--- src/rtl/burst_col_pkg.sv ---
package burst_col_pkg;
   typedef enum logic [2:0] {
      BLC_ONE   = 3'd0,
      BLC_TWO   = 3'd1,
      BLC_FOUR  = 3'd2,
      BLC_EIGHT = 3'd3
   } blen_code_t;
endpackage

--- src/rtl/burst_len_decode.sv ---
module burst_len_decode
   import burst_col_pkg::*;
#(
   parameter int COL_W = 10
) (
   input  logic [2:0]       code_i,
   input  logic [COL_W-1:0] page_mask_i,
   output logic [COL_W-1:0] low_mask_o,
   output logic             full_o
);
   initial begin
      if (COL_W < 3) $error("burst_len_decode: COL_W must cover an 8-beat burst");
   end

   always_comb begin
      full_o     = code_i[2];
      low_mask_o = page_mask_i;
      if (!code_i[2]) begin
         case (blen_code_t'(code_i))
            BLC_ONE:   low_mask_o = COL_W'(0);
            BLC_TWO:   low_mask_o = COL_W'(1);
            BLC_FOUR:  low_mask_o = COL_W'(3);
            BLC_EIGHT: low_mask_o = COL_W'(7);
            default:   low_mask_o = page_mask_i;
         endcase
      end
   end
endmodule

--- src/rtl/col_addr_calc.sv ---
module col_addr_calc #(
   parameter int COL_W         = 10,
   parameter bit INTERLEAVE_EN = 1'b1
) (
   input  logic [COL_W-1:0] base_i,
   input  logic [COL_W-1:0] beat_i,
   input  logic [COL_W-1:0] low_mask_i,
   input  logic [COL_W-1:0] page_mask_i,
   input  logic             use_il_i,
   output logic [COL_W-1:0] col_o
);
   logic [COL_W-1:0] offs;

   generate
      if (INTERLEAVE_EN) begin : g_both_orders
         always_comb offs = use_il_i ? (base_i ^ beat_i) : (base_i + beat_i);
      end else begin : g_seq_only
         logic unused_il;
         assign unused_il = use_il_i;
         always_comb offs = base_i + beat_i;
      end
   endgenerate

   always_comb col_o = ((base_i & ~low_mask_i) | (offs & low_mask_i)) & page_mask_i;
endmodule

--- src/rtl/burst_col_gen.sv ---
module burst_col_gen #(
   parameter int WIDE_W        = 10,
   parameter int NARROW_W      = 9,
   parameter bit INTERLEAVE_EN = 1'b1
) (
   input  logic              clk,
   input  logic              rst_n,
   input  logic              start_i,
   input  logic [WIDE_W-1:0] start_col_i,
   input  logic [2:0]        blen_code_i,
   input  logic              interleave_i,
   input  logic              wide_page_i,
   input  logic              stop_i,
   output logic [WIDE_W-1:0] col_o,
   output logic              valid_o,
   output logic              last_o
);
   localparam logic [WIDE_W-1:0] WIDE_MASK   = {WIDE_W{1'b1}};
   localparam logic [WIDE_W-1:0] NARROW_MASK = WIDE_W'((64'd1 << NARROW_W) - 64'd1);

   initial begin
      if (NARROW_W >= WIDE_W) $error("burst_col_gen: NARROW_W must be below WIDE_W");
      if (NARROW_W < 3)       $error("burst_col_gen: NARROW_W must cover an 8-beat burst");
   end

   logic [WIDE_W-1:0] in_page_mask, in_low_mask;
   logic              in_full;

   logic [WIDE_W-1:0] base_q, beat_q, low_mask_q, page_mask_q;
   logic              full_q, il_q, active_q;
   logic              at_end;

   always_comb in_page_mask = wide_page_i ? WIDE_MASK : NARROW_MASK;

   burst_len_decode #(.COL_W(WIDE_W)) u_decode (
      .code_i      (blen_code_i),
      .page_mask_i (in_page_mask),
      .low_mask_o  (in_low_mask),
      .full_o      (in_full)
   );

   always_comb at_end = active_q && !full_q && (beat_q == low_mask_q);

   always_ff @(posedge clk or negedge rst_n) begin
      if (!rst_n) begin
         base_q      <= '0;
         beat_q      <= '0;
         low_mask_q  <= '0;
         page_mask_q <= '0;
         full_q      <= 1'b0;
         il_q        <= 1'b0;
         active_q    <= 1'b0;
      end else if (start_i) begin
         base_q      <= start_col_i & in_page_mask;
         beat_q      <= '0;
         low_mask_q  <= in_low_mask;
         page_mask_q <= in_page_mask;
         full_q      <= in_full;
         il_q        <= interleave_i & ~in_full;
         active_q    <= 1'b1;
      end else if (stop_i || at_end) begin
         active_q    <= 1'b0;
      end else if (active_q) begin
         beat_q      <= beat_q + 1'b1;
      end
   end

   logic [WIDE_W-1:0] calc_col;

   col_addr_calc #(.COL_W(WIDE_W), .INTERLEAVE_EN(INTERLEAVE_EN)) u_calc (
      .base_i      (base_q),
      .beat_i      (beat_q),
      .low_mask_i  (low_mask_q),
      .page_mask_i (page_mask_q),
      .use_il_i    (il_q),
      .col_o       (calc_col)
   );

   assign col_o   = active_q ? calc_col : '0;
   assign valid_o = active_q;
   assign last_o  = at_end;

   p_last_needs_valid_r12: assert property (@(posedge clk) disable iff (!rst_n)
      last_o |-> valid_o);
   p_start_gives_beat_r2: assert property (@(posedge clk) disable iff (!rst_n)
      start_i |=> valid_o);
   p_stop_ends_r10: assert property (@(posedge clk) disable iff (!rst_n)
      (stop_i && !start_i) |=> (!valid_o && !last_o));
   p_after_last_idle_r5: assert property (@(posedge clk) disable iff (!rst_n)
      (last_o && !start_i) |=> !valid_o);
   p_full_no_last_r7: assert property (@(posedge clk) disable iff (!rst_n)
      (valid_o && full_q) |-> !last_o);
   p_narrow_top_zero_r11: assert property (@(posedge clk) disable iff (!rst_n)
      (valid_o && (page_mask_q == NARROW_MASK)) |-> ((col_o & ~NARROW_MASK) == '0));
   p_full_steps_r7: assert property (@(posedge clk) disable iff (!rst_n)
      (valid_o && full_q && !start_i && !stop_i) |=>
         (col_o == ((($past(col_o) + 1'b1)) & page_mask_q)));
endmodule

--- config.mk ---
export PLATFORM = sky130hd
export DESIGN_NAME = burst_col_gen
export DESIGN_NICKNAME = d
export VERILOG_FILES = /design/src/rtl/burst_col_pkg.sv /design/src/rtl/burst_len_decode.sv /design/src/rtl/col_addr_calc.sv /design/src/rtl/burst_col_gen.sv
export SDC_FILE = /design/constraint.sdc
export NUM_CORES = 1
export LEC_CHECK = 0
export BUFFER_PORTS_ARGS = -buffer_cell sky130_fd_sc_hd__clkbuf_2
export CAP_MARGIN = 10
export CELL_PAD_IN_SITES_DETAIL_PLACEMENT = 0
export CELL_PAD_IN_SITES_GLOBAL_PLACEMENT = 2
export CORE_UTILIZATION = 35
export DETAILED_ROUTE_END_ITERATION = 10
export PLACE_DENSITY = 0.79
export SETUP_SLACK_MARGIN = 0.02
export SYNTH_ARGS = -nofsm -noshare
export SYNTH_HDL_FRONTEND = slang
export SYNTH_SLANG_ARGS = --single-unit
--- constraint.sdc ---
create_clock -name clk -period 2.9 [get_ports clk]
set_input_delay 0.435 -clock clk [delete_from_list [all_inputs] [get_ports clk]]
set_output_delay 0.435 -clock clk [all_outputs]
set_load 0.03 [all_outputs]
# Yosys cells after proc, flatten, opt, wreduce, memory -nomap -nowiden
# Index checks and enable logic that the tools add are counted.
# totals
word_cells	41
reg_bits	43
# op_classes
addsub	2
eq_ne	5
reduce_logical	8
bitwise_logic	9
mux	10
# op_table
operator	count
10-bit 2-to-1 mux	7
10-bit AND	4
10-bit case mux with 4 select lines	1
10-bit by 1-bit adder with 10-bit output (second input constant)	1
10-bit adder	1
10-bit == test	1
10-bit inverter	1
10-bit OR	1
10-bit XOR	1
3-bit by 2-bit == test with 1-bit output (second input constant)	2
2-bit nonzero test	2
3-bit by 1-bit == test with 1-bit output (second input constant)	1
3-bit logical NOT	1
1-bit logical AND	2
1-bit 2-to-1 mux	2
2-bit != test (second input constant)	1
2-bit AND reduction	1
1-bit AND	1
1-bit logical NOT	1
1-bit logical OR	1
1-bit inverter	1

# Depth between registers and ports, before layout
# Gate-level depths: netlist of run 1.
# logic_depth
depth_word	6
mapped_depth	8
mapped_depth_nobuf	8

# Hierarchy
# Synthesis of run 1 repeated with hierarchy kept, for this count alone.
# hier_totals
hier_cells	246
hier_area_um2	2389.8
# modules_own_cells
module	area_per_inst_um2	cells_each	instances	seq_area_each_um2
burst_col_gen	1641.6	139	1	875.8
col_addr_calc	645.6	91	1	0.0
burst_len_decode	102.6	16	1	0.0

# Worst setup path before layout of run 1
# Ideal clock, no wire load.
# synth_timing
path_kind	reg-to-output
from	register beat_q[4]
to	output col_o[9]
arrival_ns	2.581
setup_slack_ns	-0.116
path_stages_with_launch	7
cell_sequence	dfrtp_1 > ha_1 > clkbuf_1 > and2_1 > o21ai_0 > nand2_1 > o311ai_0
# synth_between
elab_chain_len	6
# synth_rtl
item	line_no	text
start: declaration	burst_col_gen.sv:29	logic [WIDE_W-1:0] base_q, beat_q, low_mask_q, page_mask_q;
start signal: assignment	burst_col_gen.sv:64	beat_q <= beat_q + 1'b1;
10-bit adder	col_addr_calc.sv:16	always_comb offs = use_il_i ? (base_i ^ beat_i) : (base_i + beat_i);
10-bit 2-to-1 mux	col_addr_calc.sv:16	
10-bit AND	col_addr_calc.sv:24	always_comb col_o = ((base_i & ~low_mask_i) | (offs & low_mask_i)) & page_mask_i;
10-bit OR	col_addr_calc.sv:24	
10-bit AND	col_addr_calc.sv:24	
10-bit 2-to-1 mux	burst_col_gen.sv:79	assign col_o = active_q ? calc_col : '0;
end: declaration	burst_col_gen.sv:14	output logic [WIDE_W-1:0] col_o,
# No other way between the ends.

# Worst setup path after layout of run 1
# layout_timing
from	register base_q[0]
to	output col_o[8]
# layout_between
elab_chain_len	6
# layout_rtl
item	line_no	text
start: declaration	burst_col_gen.sv:29	
start signal: assignment	burst_col_gen.sv:54	base_q <= start_col_i & in_page_mask;
10-bit adder	col_addr_calc.sv:16	
10-bit 2-to-1 mux	col_addr_calc.sv:16	
10-bit AND	col_addr_calc.sv:24	
10-bit OR	col_addr_calc.sv:24	
10-bit AND	col_addr_calc.sv:24	
10-bit 2-to-1 mux	burst_col_gen.sv:79	
# No other way between the ends.

==> results of run 1 <==
## what timing repair did
item	4_1_cts	5_1_grt
pin swaps	2	1
setup endpoints to repair	3	5
buffers inserted	0	1
resized for setup	3	16
## power by group
| part | total (uW) | switching (uW) | internal (uW) | leakage [uW] |
|---|---|---|---|---|
| Sequential | 482 | 37.5 | 445 | 0.000364 |
| Combinational | 256 | 155 | 101 | 0.000609 |
| Clock | 367 | 176 | 191 | 0.0000472 |
## state kept, by name (all words and copies together) (netlist names)
signal	flops
page_mask_q	2
il_q	1
base_q	10
low_mask_q	5
full_q	1
beat_q	10
valid_o	1
## area by class of cell
cell class	instances	area [um^2]	area share
multi-input combinational	176	1290	0.518
sequential	30	754	0.303
timing repair buffer	37	205	0.0825
tap	72	90.1	0.0362
clock buffer	6	82.6	0.0332
inverter	14	52.6	0.0211
clock inverter	2	12.5	0.00503
## worst max-delay path: cells and delay by family, from the launching register on
family,cells,cell delay (ns)
compound gates,2,0.27
buf+inv,2,0.24
flops,1,0.36
fa+ha+maj,2,0.58
simple gates,3,0.58
## cells in the mapped netlist (all sizes together), types with 2 or more instances
cell type / number
dfrtp: 30
a21oi: 19
nor2: 17
nand2: 16
o21ai: 16
inv: 14
ha: 10
mux2: 9
xnor2: 9
clkbuf: 8
nand3: 8
o31ai: 7
or3: 6
a211oi: 5
or4: 5
nor3: 4
a21o: 3
a311oi: 3
mux2i: 3
nand4: 3
nor4: 3
and2: 2
and3b: 2
nand2b: 2
nor2b: 2
nor3b: 2
o2111ai: 2
o211ai: 2
o21a: 2
## cell usage in the layout, fill, tap and decap left out, drive strengths merged, types with 4 or more instances in the layout
master   n
nor2    17
nor3     4
o31ai    7
o21ai   16
xnor2    9
a211oi   5
or4      5
inv     14
ha      10
nand3    8
buf     11
mux2     9
a21oi   19
clkbuf  32
dfrtp   30
or3      6
nand2   16
## final timing paths
path / startpoint / end / depth (start not counted)
max in group asynchronous: rst_n / beat_q[7] / 1
min reg2reg: page_mask_q[8] / page_mask_q[8] / 1
min in group clk: start_col_i[1] / base_q[1] / 3
min: rst_n / base_q[3] / 1
max reg2reg: low_mask_q[8] / beat_q[5] / 5
max: base_q[0] / col_o[8] / 9
## cells by family after synthesis
logic type | Yosys count | share of synthesized area
XOR/XNOR | 9 | 0.0382
buffers and inverters | 23 | 0.0442
multiplexers | 12 | 0.0636
AO/OA/AOI/OAI | 66 | 0.218
adder cells (fa/ha/maj) | 11 | 0.0703
AND/OR/NAND/NOR | 78 | 0.202
flip-flops | 30 | 0.364
## metrics by stage
step | area [um^2] | setup WS (ns)
after global routing | 2490 | 0.0230
final | 2490 | 0.154
after floorplan | 2060 | 0.0762
after global placement | 2310 | 0.317
after detailed placement | 2310 | 0.288
after CTS | 2420 | 0.0319
## metal layers
layer,vias up,track usage
met5,-,0
met4,0,0.0815
met3,8,0.0345
met2,39,0.264
met1,869,0.283
li1,921,-
==> out/results.ini, run 1 <==
[synthesis]
synth_edf_count = 0
avgSynthCellArea_um2 = 9.02
yosys.cell_types.count = 47
syn-num-nets = 259
yosysSeqAreaShare = 0.364
yosysTopAreaCell = dfrtp_1
synth_top_area_frac = 0.364
postSynthCellCount = 229
synth_area_mm2 = 0.00206
synth_top_flop_cell = dfrtp_1
async_reset_ff_frac = 1.00
synth_seq_cells = 30
yosysWarningCount = 0
synth_area_leaders = dfrtp_1, ha_1, mux2_2

[sta]
grt_setup_unrepaired = false
finalCriticalPeriod_ns = 2.75
worst_pin_slew_ns = 0.803
clock.fmax_mhz = 364
holdWs_ns = 0.222
drv_slew = 0
fin_crit_sh = 0.947
tns_ns = 0
timing_hold_violations_final = 0
slew_headroom = 0.465
finalSetupViolations = 0
skew_ns = 0.00360

[route]
drc = 0
drtIter0Drc = 100
wl_per_cell_um = 16.2
vias = 1837
dr.pass1.iters = 4
viasPerCell = 5.45
wirelength_met1_um = 2740
antenna_left = 0
wl_met3_um = 213
wl_met2_um = 2400
topRoutingLayerUsed = met4
wl_um = 5470

[setup_path]
criticalPathCategory = flop to output port
cp_slowest_cell = fa_1
crit_chain = ha_1 -> inv_1 -> fa_1 -> nor2b_1 -> o21ai_2 -> a21oi_2 -> nor4_1 -> or3_1 -> buf_2
required_ns = 2.47
arrival_ns = 2.31
r2r_slack_ns = 0.68
cp-end-kind = output port
start_kind = flop
crit_fanout = 3
crit_path_max_incr_delay_ns = 0.39

[global_routing]
gr-total-overflow = 0
grt_max_degree = 39
grt_pass1_wl_um = 8820
grt_pass1_vias = 1680
antenna_found_initial = 0
grtUsageTotal = 0.190

[cells_and_area]
fin_nets = 294
final_layout_size_suffix_gt1_frac = 0.268
syn_to_final_growth_pct = 20.4
final_util = 0.443
diodes = 0
num-fill-cells = 599
stdcell_count = 337

[die]
die_w_um = 78.8
ios = 31
die_h_um = 78.8
die_area_mm2 = 0.00621
initial_core_util = 0.368
fp.coreArea_mm2 = 0.00561
placementRows = 27

[clock_network]
cts_buffers = 5
clkSinkCount = 30
hold_buffers = 0
clockRootBuffer = clkbuf_8
worstSkewPairLatency_ns = 0.29
htreeDepth = 2
clockBufferDepth = 2
tritoncts = built
cts.clk_slew.worst_paths_ns = 0.07

[status]
status = finished, final reports clean

[placement]
portBuffers = 30
dp.cells = 328
dp_hpwl_um = 3980
gp_congestion = 0.779

[job]
maxCapViolCount = 0

[power]
total_power_uw = 1100
peakVddDrop_uv = 254
power_density_mw_per_mm2 = 444
p_leak_uw = 0.00102

[min_path]
hold_path.class = primary input to asynchronous set/reset pin

No activity file was read; power rests on OpenSTA's default activity.
==> inputs of run 2 (changes only) <==
--- a/config.mk
+++ b/config.mk
@@ -11,6 +11,7 @@
 export CELL_PAD_IN_SITES_GLOBAL_PLACEMENT = 2
 export CORE_UTILIZATION = 35
 export DETAILED_ROUTE_END_ITERATION = 10
+export MAX_ROUTING_LAYER = met4
 export PLACE_DENSITY = 0.79
 export SETUP_SLACK_MARGIN = 0.02
 export SYNTH_ARGS = -nofsm -noshare
==> out/results.ini, run 2 (synthesis gave the netlist of run 1 again) <==
[status]
status = finished, final reports clean

[die]
ios = 31  ; unchanged
placementRows = 27  ; unchanged
die_w_um = 78.8  ; unchanged
fp.coreArea_mm2 = 0.00561  ; unchanged
initial_core_util = 0.368  ; unchanged
die_h_um = 78.8  ; unchanged
die_area_mm2 = 0.00621  ; unchanged

[clock_network]
tritoncts = built
cts_buffers = 5  ; unchanged
worstSkewPairLatency_ns = 0.29  ; about the same
htreeDepth = 2  ; unchanged
cts.clk_slew.worst_paths_ns = 0.07  ; about the same
clockRootBuffer = clkbuf_8
clkSinkCount = 30  ; unchanged
clockBufferDepth = 2  ; unchanged

[sta]
fin_crit_sh = 0.949  ; +0.00227
grt_setup_unrepaired = false
timing_hold_violations_final = 0  ; unchanged
slew_headroom = 0.465  ; +0.000479
tns_ns = 0  ; unchanged
finalSetupViolations = 0  ; unchanged
clock.fmax_mhz = 363  ; -0.24%
skew_ns = 0.00396  ; +0.000368 ns
drv_slew = 0  ; unchanged
worst_pin_slew_ns = 0.802  ; -0.000719 ns
finalCriticalPeriod_ns = 2.75  ; +0.00658 ns

[min_path]
hold_path.class = primary input to asynchronous set/reset pin

[cells_and_area]
syn_to_final_growth_pct = 20.4  ; unchanged
stdcell_count = 337  ; unchanged
layout_commonest_cell = dfrtp_1
final_cell_mix = dfrtp_1, clkbuf_2, a21oi_1, nor2_1, nand2_1
fin_nets = 294  ; unchanged
final_area_mm2 = 0.00249  ; unchanged
diodes = 0  ; unchanged
reg.largest.list = base_q (10), beat_q (10), low_mask_q (5)
final_layout_size_suffix_gt1_frac = 0.268  ; unchanged

[setup_path]
criticalPathCategory = flop to output port
start_kind = flop
timing.rr.end = beat_q[5]
cp-end-kind = output port
arrival_ns = 2.32  ; about the same
crit_fanout = 3  ; unchanged
timing.rr.start = low_mask_q[8]
required_ns = 2.47  ; about the same
r2r_slack_ns = 0.68  ; about the same
r2r_cells = 5  ; unchanged

[global_routing]
grt_pass1_wl_um = 8800  ; -0.16%
gr-total-overflow = 0  ; unchanged
grt_max_degree = 39  ; unchanged
busiest_layer = met1
use_met3 = 0.0345  ; unchanged
grt_pass1_vias = 1685  ; +0.30%
antenna_found_initial = 0  ; unchanged
gr-usage-met2 = 0.265  ; +0.000870
grtUsageTotal = 0.195  ; +0.00478
use_met1 = 0.280  ; -0.00216

[placement]
place_area_mm2 = 0.00231  ; unchanged
portBuffers = 30  ; unchanged
gp_congestion = 0.790  ; +1.4%
dp_hpwl_um = 3980  ; unchanged
dp.cells = 328  ; unchanged

[power]
p_seq_frac = 0.436  ; about the same
swShare = 0.334  ; +0.00118
p_clk_frac = 0.333  ; about the same
total_power_uw = 1110  ; +0.18%
combPwrFrac = 0.231  ; about the same
power_density_mw_per_mm2 = 445  ; +0.18%
peakVddDrop_uv = 254  ; about the same
intPower_uw = 737  ; about the same
p_switching_uw = 370  ; +0.53%
p_leak_uw = 0.00102  ; unchanged

[route]
vias = 1837  ; unchanged
wl_um = 5450  ; -0.31%
viasPerCell = 5.45  ; unchanged
dr.pass1.iters = 4  ; unchanged
drc = 0  ; unchanged
drtIter0Drc = 94  ; -6.0%
antenna_left = 0  ; unchanged
wl_per_cell_um = 16.2  ; -0.31%

[job]
maxCapViolCount = 0  ; unchanged

## run 2: cell counts in the layout (fill, tap and decap cells not counted)
No cell type changed its count.
## run 2: layer usage
metal  wire (um)  part of all wire
met1        2750              0.50
met2        2370              0.43
met3         216             0.040
met4         115             0.021
met5           0                 0
## run 2: critical path: stages, from the launching register on
cell	delay [ns]
dfrtp_1	0.36
ha_1	0.18
inv_1	0.06
fa_1	0.39
nor2b_1	0.16
o21ai_2	0.11
a211oi_2	0.23
nor4_1	0.08
nor3b_1	0.22
clkbuf_4	0.24
## run 2: power groups by stage
stage                     Combinational, uW  Clock (uW)  Sequential, uW
after floorplan                         174           0             477
after global placement                  248           0             487
after detailed placement                246           0             489
after CTS                               251         376             481
after global routing                    283         391             486
final                                   256         369             482
## run 2: worst max path at each step
| stage | startpoint | endpoint |
|---|---|---|
| 2_1_floorplan | beat_q[0] | col_o[6] |
| 3_3_place_gp | base_q[0] | col_o[6] |
| 3_5_place_dp | base_q[0] | col_o[6] |
| 4_1_cts | beat_q[7] | col_o[9] |
| 5_1_grt | base_q[0] | col_o[8] |
| 6_report | beat_q[0] | col_o[6] |
## run 2: cell type report
class,instances,area [um^2]
Clock inverter,2,12.5
Multi-Input combinational cell,176,1290
Timing Repair Buffer,37,205
Inverter,14,52.6
Tap cell,72,90.1
Clock buffer,6,82.6
Sequential cell,30,754
Fill cell,599,3120
## run 2: timing repair
item | in CTS | in global routing
pin swaps | 2 | 1
endpoints found under the hold margin | 0 | 0
hold buffers | 0 | 0
gates resized for setup | 3 | 16
endpoints found under the setup margin | 3 | 5
setup buffers | 0 | 1
## run 2: stage by stage
step / utilization / hold WS [ns] / worst slack, ns
2_1_floorplan: - / 0.139 / 0.0762
3_3_place_gp: 0.412 / 0.474 / 0.317
3_5_place_dp: 0.412 / 0.476 / 0.288
4_1_cts: 0.432 / 0.247 / 0.0319
5_1_grt: 0.443 / 0.295 / 0.0230
6_report: 0.443 / 0.222 / 0.148
